[config.mk]
export PLATFORM = sky130hd
export DESIGN_NAME = rx_os_top
export DESIGN_NICKNAME = d
export VERILOG_FILES = /design/src/rtl/rx_os_pkg.sv /design/src/rtl/rx_os_sync.sv /design/src/rtl/rx_os_frame.sv /design/src/rtl/rx_os_fifo.sv /design/src/rtl/rx_os_top.sv
export SDC_FILE = /design/constraint.sdc
export NUM_CORES = 1
export LEC_CHECK = 0
export ABC_CLOCK_PERIOD_IN_PS = 4530
export BUFFER_PORTS_ARGS = -buffer_cell sky130_fd_sc_hd__buf_2
export CAP_MARGIN = 20
export CORE_MARGIN = 5
export CORE_UTILIZATION = 60
export CTS_CLUSTER_DIAMETER = 200
export CTS_CLUSTER_SIZE = 28
export DETAILED_ROUTE_END_ITERATION = 8
export PLACE_DENSITY = 0.77
export SYNTH_ARGS = -nofsm -noshare
export SYNTH_HDL_FRONTEND = slang
export SYNTH_SLANG_ARGS = --single-unit
[constraint.sdc]
create_clock -name clk_i -period 4.53 [get_ports clk_i]
set_clock_uncertainty 0.05 [all_clocks]
set_input_delay 0.906 -clock clk_i [delete_from_list [all_inputs] [get_ports clk_i]]
set_output_delay 0.906 -clock clk_i [all_outputs]
set_load 0.02 [all_outputs]
[src/rtl/rx_os_pkg.sv]
package rx_os_pkg;
  typedef struct packed {
    logic [7:0] data;
    logic       fe;
    logic       pe;
  } rx_ent_t;

  typedef struct packed {
    logic os8;
    logic len7;
    logic par_en;
    logic par_odd;
    logic stop2;
  } rx_cfg_t;

  typedef enum logic [2:0] {ST_IDLE, ST_START, ST_DATA, ST_PAR, ST_STOP} rx_st_e;
endpackage

[src/rtl/rx_os_sync.sv]
module rx_os_sync #(
  parameter int STAGES = 2
) (
  input  logic clk_i,
  input  logic rst_ni,
  input  logic d_i,
  output logic q_o,
  output logic fall_o
);
  logic [STAGES:0] sh_q;

  always_ff @(posedge clk_i or negedge rst_ni) begin
    if (!rst_ni) sh_q <= '1;
    else         sh_q <= {sh_q[STAGES-1:0], d_i};
  end

  assign q_o    = sh_q[STAGES-1];
  assign fall_o = sh_q[STAGES] & ~sh_q[STAGES-1];
endmodule

[src/rtl/rx_os_frame.sv]
module rx_os_frame
  import rx_os_pkg::*;
#(
  parameter int OS_HI = 16,
  parameter int OS_LO = 8
) (
  input  logic    clk_i,
  input  logic    rst_ni,
  input  logic    tick_i,
  input  logic    rxd_i,
  input  logic    fall_i,
  input  rx_cfg_t cfg_i,
  output logic    push_o,
  output rx_ent_t ent_o
);
  localparam int CW = $clog2(OS_HI);
  localparam logic [CW-1:0] HI_FULL = CW'(OS_HI - 1);
  localparam logic [CW-1:0] LO_FULL = CW'(OS_LO - 1);
  localparam logic [CW-1:0] HI_MID  = CW'(OS_HI / 2 - 1);
  localparam logic [CW-1:0] LO_MID  = CW'(OS_LO / 2 - 1);

  rx_st_e        st_q;
  rx_cfg_t       cfg_q;
  logic [CW-1:0] cnt_q, lim;
  logic [7:0]    sh_q;
  logic [2:0]    idx_q, last_idx;
  logic          par_q, fe_q, pe_q, push_q, fe_n;
  rx_ent_t       ent_q;

  always_comb begin
    if (st_q == ST_START) lim = cfg_q.os8 ? LO_MID : HI_MID;
    else                  lim = cfg_q.os8 ? LO_FULL : HI_FULL;
    last_idx = cfg_q.len7 ? 3'd6 : 3'd7;
    fe_n     = fe_q | ~rxd_i;
  end

  always_ff @(posedge clk_i or negedge rst_ni) begin
    if (!rst_ni) begin
      st_q <= ST_IDLE; cfg_q <= '0; cnt_q <= '0; sh_q <= '0; idx_q <= '0;
      par_q <= 1'b0; fe_q <= 1'b0; pe_q <= 1'b0; push_q <= 1'b0; ent_q <= '0;
    end else begin
      push_q <= 1'b0;
      if (st_q == ST_IDLE) begin
        if (fall_i) begin
          st_q  <= ST_START;
          cnt_q <= '0;
          cfg_q <= cfg_i;  // frame format frozen at start edge
        end
      end else if (tick_i) begin
        if (cnt_q != lim) cnt_q <= cnt_q + 1'b1;
        else begin
          cnt_q <= '0;
          unique case (st_q)
            ST_START: begin
              st_q  <= rxd_i ? ST_IDLE : ST_DATA;  // high at midpoint: glitch
              idx_q <= '0; par_q <= 1'b0; fe_q <= 1'b0; pe_q <= 1'b0;
            end
            ST_DATA: begin
              sh_q  <= {rxd_i, sh_q[7:1]};
              par_q <= par_q ^ rxd_i;
              if (idx_q == last_idx) begin
                idx_q <= '0;
                st_q  <= cfg_q.par_en ? ST_PAR : ST_STOP;
              end else idx_q <= idx_q + 1'b1;
            end
            ST_PAR: begin
              pe_q <= par_q ^ rxd_i ^ cfg_q.par_odd;
              st_q <= ST_STOP;
            end
            ST_STOP: begin
              if (cfg_q.stop2 && idx_q == 3'd0) begin
                idx_q <= 3'd1;
                fe_q  <= fe_n;
              end else begin
                st_q       <= ST_IDLE;
                push_q     <= 1'b1;
                ent_q.data <= cfg_q.len7 ? {1'b0, sh_q[7:1]} : sh_q;
                ent_q.fe   <= fe_n;
                ent_q.pe   <= pe_q;
              end
            end
            default: st_q <= ST_IDLE;
          endcase
        end
      end
    end
  end

  assign push_o = push_q;
  assign ent_o  = ent_q;
endmodule

[src/rtl/rx_os_fifo.sv]
module rx_os_fifo
  import rx_os_pkg::*;
#(
  parameter int DEPTH = 16,
  parameter int LW    = $clog2(DEPTH + 1)
) (
  input  logic          clk_i,
  input  logic          rst_ni,
  input  logic          push_i,
  input  rx_ent_t       ent_i,
  input  logic          pop_i,
  input  logic          clr_ovr_i,
  output rx_ent_t       head_o,
  output logic [LW-1:0] level_o,
  output logic          ovr_o
);
  localparam int AW = (DEPTH > 1) ? $clog2(DEPTH) : 1;
  localparam logic [AW-1:0] LAST = AW'(DEPTH - 1);

  rx_ent_t       mem_q [DEPTH];
  logic [AW-1:0] wp_q, rp_q;
  logic [LW-1:0] cnt_q;
  logic          full, pop_ok, push_ok, ovr_q;

  assign full    = (cnt_q == LW'(DEPTH));
  assign pop_ok  = pop_i && (cnt_q != '0);
  assign push_ok = push_i && (!full || pop_ok);  // pop frees a slot in the same cycle

  always_ff @(posedge clk_i) begin
    if (push_ok) mem_q[wp_q] <= ent_i;
  end

  always_ff @(posedge clk_i or negedge rst_ni) begin
    if (!rst_ni) begin
      wp_q <= '0; rp_q <= '0; cnt_q <= '0; ovr_q <= 1'b0;
    end else begin
      if (push_ok) wp_q <= (wp_q == LAST) ? '0 : wp_q + 1'b1;
      if (pop_ok)  rp_q <= (rp_q == LAST) ? '0 : rp_q + 1'b1;
      if (push_ok && !pop_ok)      cnt_q <= cnt_q + 1'b1;
      else if (pop_ok && !push_ok) cnt_q <= cnt_q - 1'b1;
      if (push_i && !push_ok) ovr_q <= 1'b1;
      else if (clr_ovr_i)     ovr_q <= 1'b0;
    end
  end

  assign head_o  = mem_q[rp_q];
  assign level_o = cnt_q;
  assign ovr_o   = ovr_q;
endmodule

[src/rtl/rx_os_top.sv]
module rx_os_top
  import rx_os_pkg::*;
#(
  parameter int FIFO_DEPTH = 16,
  parameter int OS_HI      = 16,
  parameter int OS_LO      = 8,
  parameter int SYNC_STG   = 2,
  parameter int LW         = $clog2(FIFO_DEPTH + 1)
) (
  input  logic          clk_i,
  input  logic          rst_ni,
  input  logic          line_i,
  input  logic          tick_i,
  input  logic          os8_i,
  input  logic          len7_i,
  input  logic          par_en_i,
  input  logic          par_odd_i,
  input  logic          stop2_i,
  input  logic          rd_i,
  input  logic          clr_ovr_i,
  output logic [7:0]    data_o,
  output logic          fe_o,
  output logic          pe_o,
  output logic          empty_o,
  output logic [LW-1:0] level_o,
  output logic          ovr_o
);
  logic    rxd_w, fall_w, push_w;
  rx_ent_t ent_w, head_w;
  rx_cfg_t cfg_w;

  assign cfg_w = '{os8: os8_i, len7: len7_i, par_en: par_en_i,
                   par_odd: par_odd_i, stop2: stop2_i};

  rx_os_sync #(.STAGES(SYNC_STG)) u_sync (
    .clk_i, .rst_ni, .d_i(line_i), .q_o(rxd_w), .fall_o(fall_w)
  );

  rx_os_frame #(.OS_HI(OS_HI), .OS_LO(OS_LO)) u_frame (
    .clk_i, .rst_ni, .tick_i, .rxd_i(rxd_w), .fall_i(fall_w),
    .cfg_i(cfg_w), .push_o(push_w), .ent_o(ent_w)
  );

  rx_os_fifo #(.DEPTH(FIFO_DEPTH), .LW(LW)) u_fifo (
    .clk_i, .rst_ni, .push_i(push_w), .ent_i(ent_w), .pop_i(rd_i),
    .clr_ovr_i, .head_o(head_w), .level_o, .ovr_o
  );

  assign data_o  = head_w.data;
  assign fe_o    = head_w.fe;
  assign pe_o    = head_w.pe;
  assign empty_o = (level_o == '0);
endmodule

==> out/results.ini <==
[synth]
ys.flop_type = edfxtp_1
synth_seq_area_share_pct = 68.89
yosys.area.top_type = edfxtp_1
synth_seq_cells = 214
synth_nets = 547
synth_common_cells = edfxtp_1, dfrtp_1, mux4_2, mux2_2
syn-cell-area_sq_um = 8941
async_flop_share_pct = 25.23
synth_area_per_cell_sq_um = 17.13
synth_most_common_cell = edfxtp_1
synth_cells = 522
synth_area_leaders = edfxtp_1, dfrtp_1, mux4_2, mux2_2, ha_1
ys_types = 51
yosysTopAreaCellShare_pct = 53.74
yosysWarningCount = 0
synth_edf_count = 160

[placement]
hpwl_um = 10480
numPortBuffers = 27
place.gp.congestion = 0.7693

[critical_path]
r2r_slack_ns = 1.21
path_buf_inv = 2
worst-endpoint-arrival_ns = 2.73
r2r_end = u_fifo.level_o[4]
worst-endpoint-required_ns = 3.57
critPathLaunchType = flip-flop
reg2reg_depth = 11
critPathMaxStageDelay_ns = 0.88
startpoint = u_fifo.rp_q[2]
crit_fanout = 19
path_class = flip-flop to output port
cp_top_family = flip-flops
worstSetupEndpointType = output port
slowest_stage = dfrtp_1
reg2reg_from = u_fifo.level_o[1]
path_cells = buf_4 -> mux4_2 -> a211oi_1 -> a21oi_1 -> buf_2

[layout]
multiInputGateArea_sq_um = 2586
final_util_pct = 65.74
drive_gt1_share_pct = 24.28
layout.area.seq_sq_um = 6161
fillers = 957
diodes = 0
fin_nets = 576
area_growth_pct = 7.263

[drt]
wirelength_um = 16140
wl_met2_um = 8349
drc = 0
ant_nets = 0
vias = 4535
drtIter0Drc = 341
wl_per_cell_um = 21.93
highest_layer = met4
dr.pass1.iters = 4
met1Wirelength_um = 6499
route.met3.wl_um = 997
post_drt_via_cell_ratio = 6.162

[clock_tree]
htreeDepth = 1
post-cts-setup-buffers = 0
worstSkewPairLatency_ns = 0.47
clkSlewWorstSetupHoldPaths_ns = 0.11
ctsHoldBuffers = 0
cts_resized = 0
cts.path.max_buffers = 3
cts_buffers = 11
cts_num_sinks = 214
cts_root_buffer = clkbuf_16
cts_tree = built

[sta]
slew_violations = 0
setup_viol = 0
worst_pin_slew_ns = 1.095
fin_crit_sh_pct = 81.27
tns_ns = 0
hold_viol = 0
finalCriticalPeriod_ns = 3.681
maxSlewHeadroom_pct = 26.76
grt_setup_unrepaired = false
max_freq_ghz = 0.2716

[grt]
track_usage_pct = 18.69
grt_overflow_total = 0
antenna_found_initial = 0
grt_pass1_wl_um = 25860
grt_max_degree = 55
grt_pass1_vias = 4698

[min_path]
min_to = u_sync.sh_q[1]
holdCritStartpoint = u_sync.sh_q[0]
whs_path_depth = 0
hold_class = flip-flop to flip-flop

[floorplanning]
ios = 28
core_area_sq_um = 14590
fp-row-count = 44
die_y_um = 132.1
dieArea_sq_um = 17440
die_width_um = 132.1
start_util_pct = 61.29

[run]
maxCapViolCount = 0

[pwr]
leakage_nw = 3.516
power_density_nw_per_um2 = 487.9
vdd_drop_max_uv = 381.0

[outcome]
outcome = finished clean

layer usage:
layer | vias to the layer above | global-route usage, %
li1 | 2051 | -
met1 | 2329 | 25.89
met2 | 136 | 32.09
met3 | 19 | 2.824
met4 | 0 | 3.657
met5 | - | 0
worst max path at each step:
stage,to,slack [ns],cells after the start
2_1_floorplan,u_fifo.level_o[4],1.25,12
3_3_place_gp,u_fifo.level_o[4],1.26,11
3_5_place_dp,u_fifo.level_o[4],1.20,11
4_1_cts,data_o[4],0.78,5
5_1_grt,pe_o,0.61,5
6_report,data_o[0],0.85,5
power breakdown:
group          switching [mW]  internal (mW)  leakage (nW)
Clock                   0.568          0.453         0.144
Combinational           0.640          0.569          1.15
Sequential              0.246           2.20          2.22
Total                    1.45           3.23          3.52
metrics by stage:
step,hold slack [ns],power [mW],area (sq um),cells,setup WS [ns]
after floorplan,0.2952,3.410,8941,522,1.247
after global placement,0.2979,3.684,9240,716,1.258
after detailed placement,0.3020,3.722,9263,718,1.196
after CTS,0.3191,4.729,9557,732,0.7806
after global routing,0.3231,4.919,9590,736,0.6081
final,0.3146,4.680,9590,736,0.8486
registers in the layout (all words and copies together), names as in the netlist, 3 cells and up:
register and count:
u_frame.st_q 3, u_fifo.mem_q 160, u_frame.ent_o 10, u_fifo.wp_q 4, u_sync.sh_q 3, u_frame.cnt_q 4
u_frame.idx_q 3, u_fifo.level_o 5, u_frame.sh_q 8, u_frame.cfg_q 5, u_fifo.rp_q 4
cells in the final DEF (no fill, tap or decap), drive strengths merged, types with 4 or more instances in the layout:
master / instances
o21ai: 13
inv: 17
nor2b: 15
dfrtp: 51
nand3: 9
nand2: 23
clkbuf: 13
edfxtp: 160
mux2i: 15
nor2: 24
xnor2: 8
buf: 42
mux4: 40
mux2: 33
a21o: 4
o31ai: 4
ha: 13
nor3: 8
nand2b: 4
a21oi: 16
a211oi: 10
layout make-up:
class                      instances  share of cell area (%)
sequential                       214                   64.24
clock buffer                      13                   2.948
clock inverter                     1                  0.1174
inverter                          16                  0.6262
tap                              184                   2.401
timing repair buffer              42                   2.701
multi-input combinational        266                   26.97
cell families (layout without fill, tap and decap cells):
| kind of cell | Yosys count | count (layout) | share of synthesized area (%) |
|---|---|---|---|
| compound gates | 58 | 58 | 4.086 |
| buf+inv | 42 | 72 | 2.183 |
| simple gates | 95 | 95 | 5.766 |
| mux | 88 | 88 | 15.95 |
| xor+xnor | 11 | 11 | 1.078 |
| fa+ha+maj | 14 | 14 | 2.043 |
| flops | 214 | 214 | 68.89 |
worst register-to-register path: stages, from the launching register on:
cell and delay [ns]:
dfrtp_1 0.45, or4_4 0.56, or3b_1 0.38, and2_4 0.21, ha_1 0.25, inv_1 0.13, ha_1 0.26, nor2b_1 0.14
o21a_1 0.17, or3_1 0.32, a21oi_1 0.19, xor2_1 0.15
(Power assumes the default switching activity.)
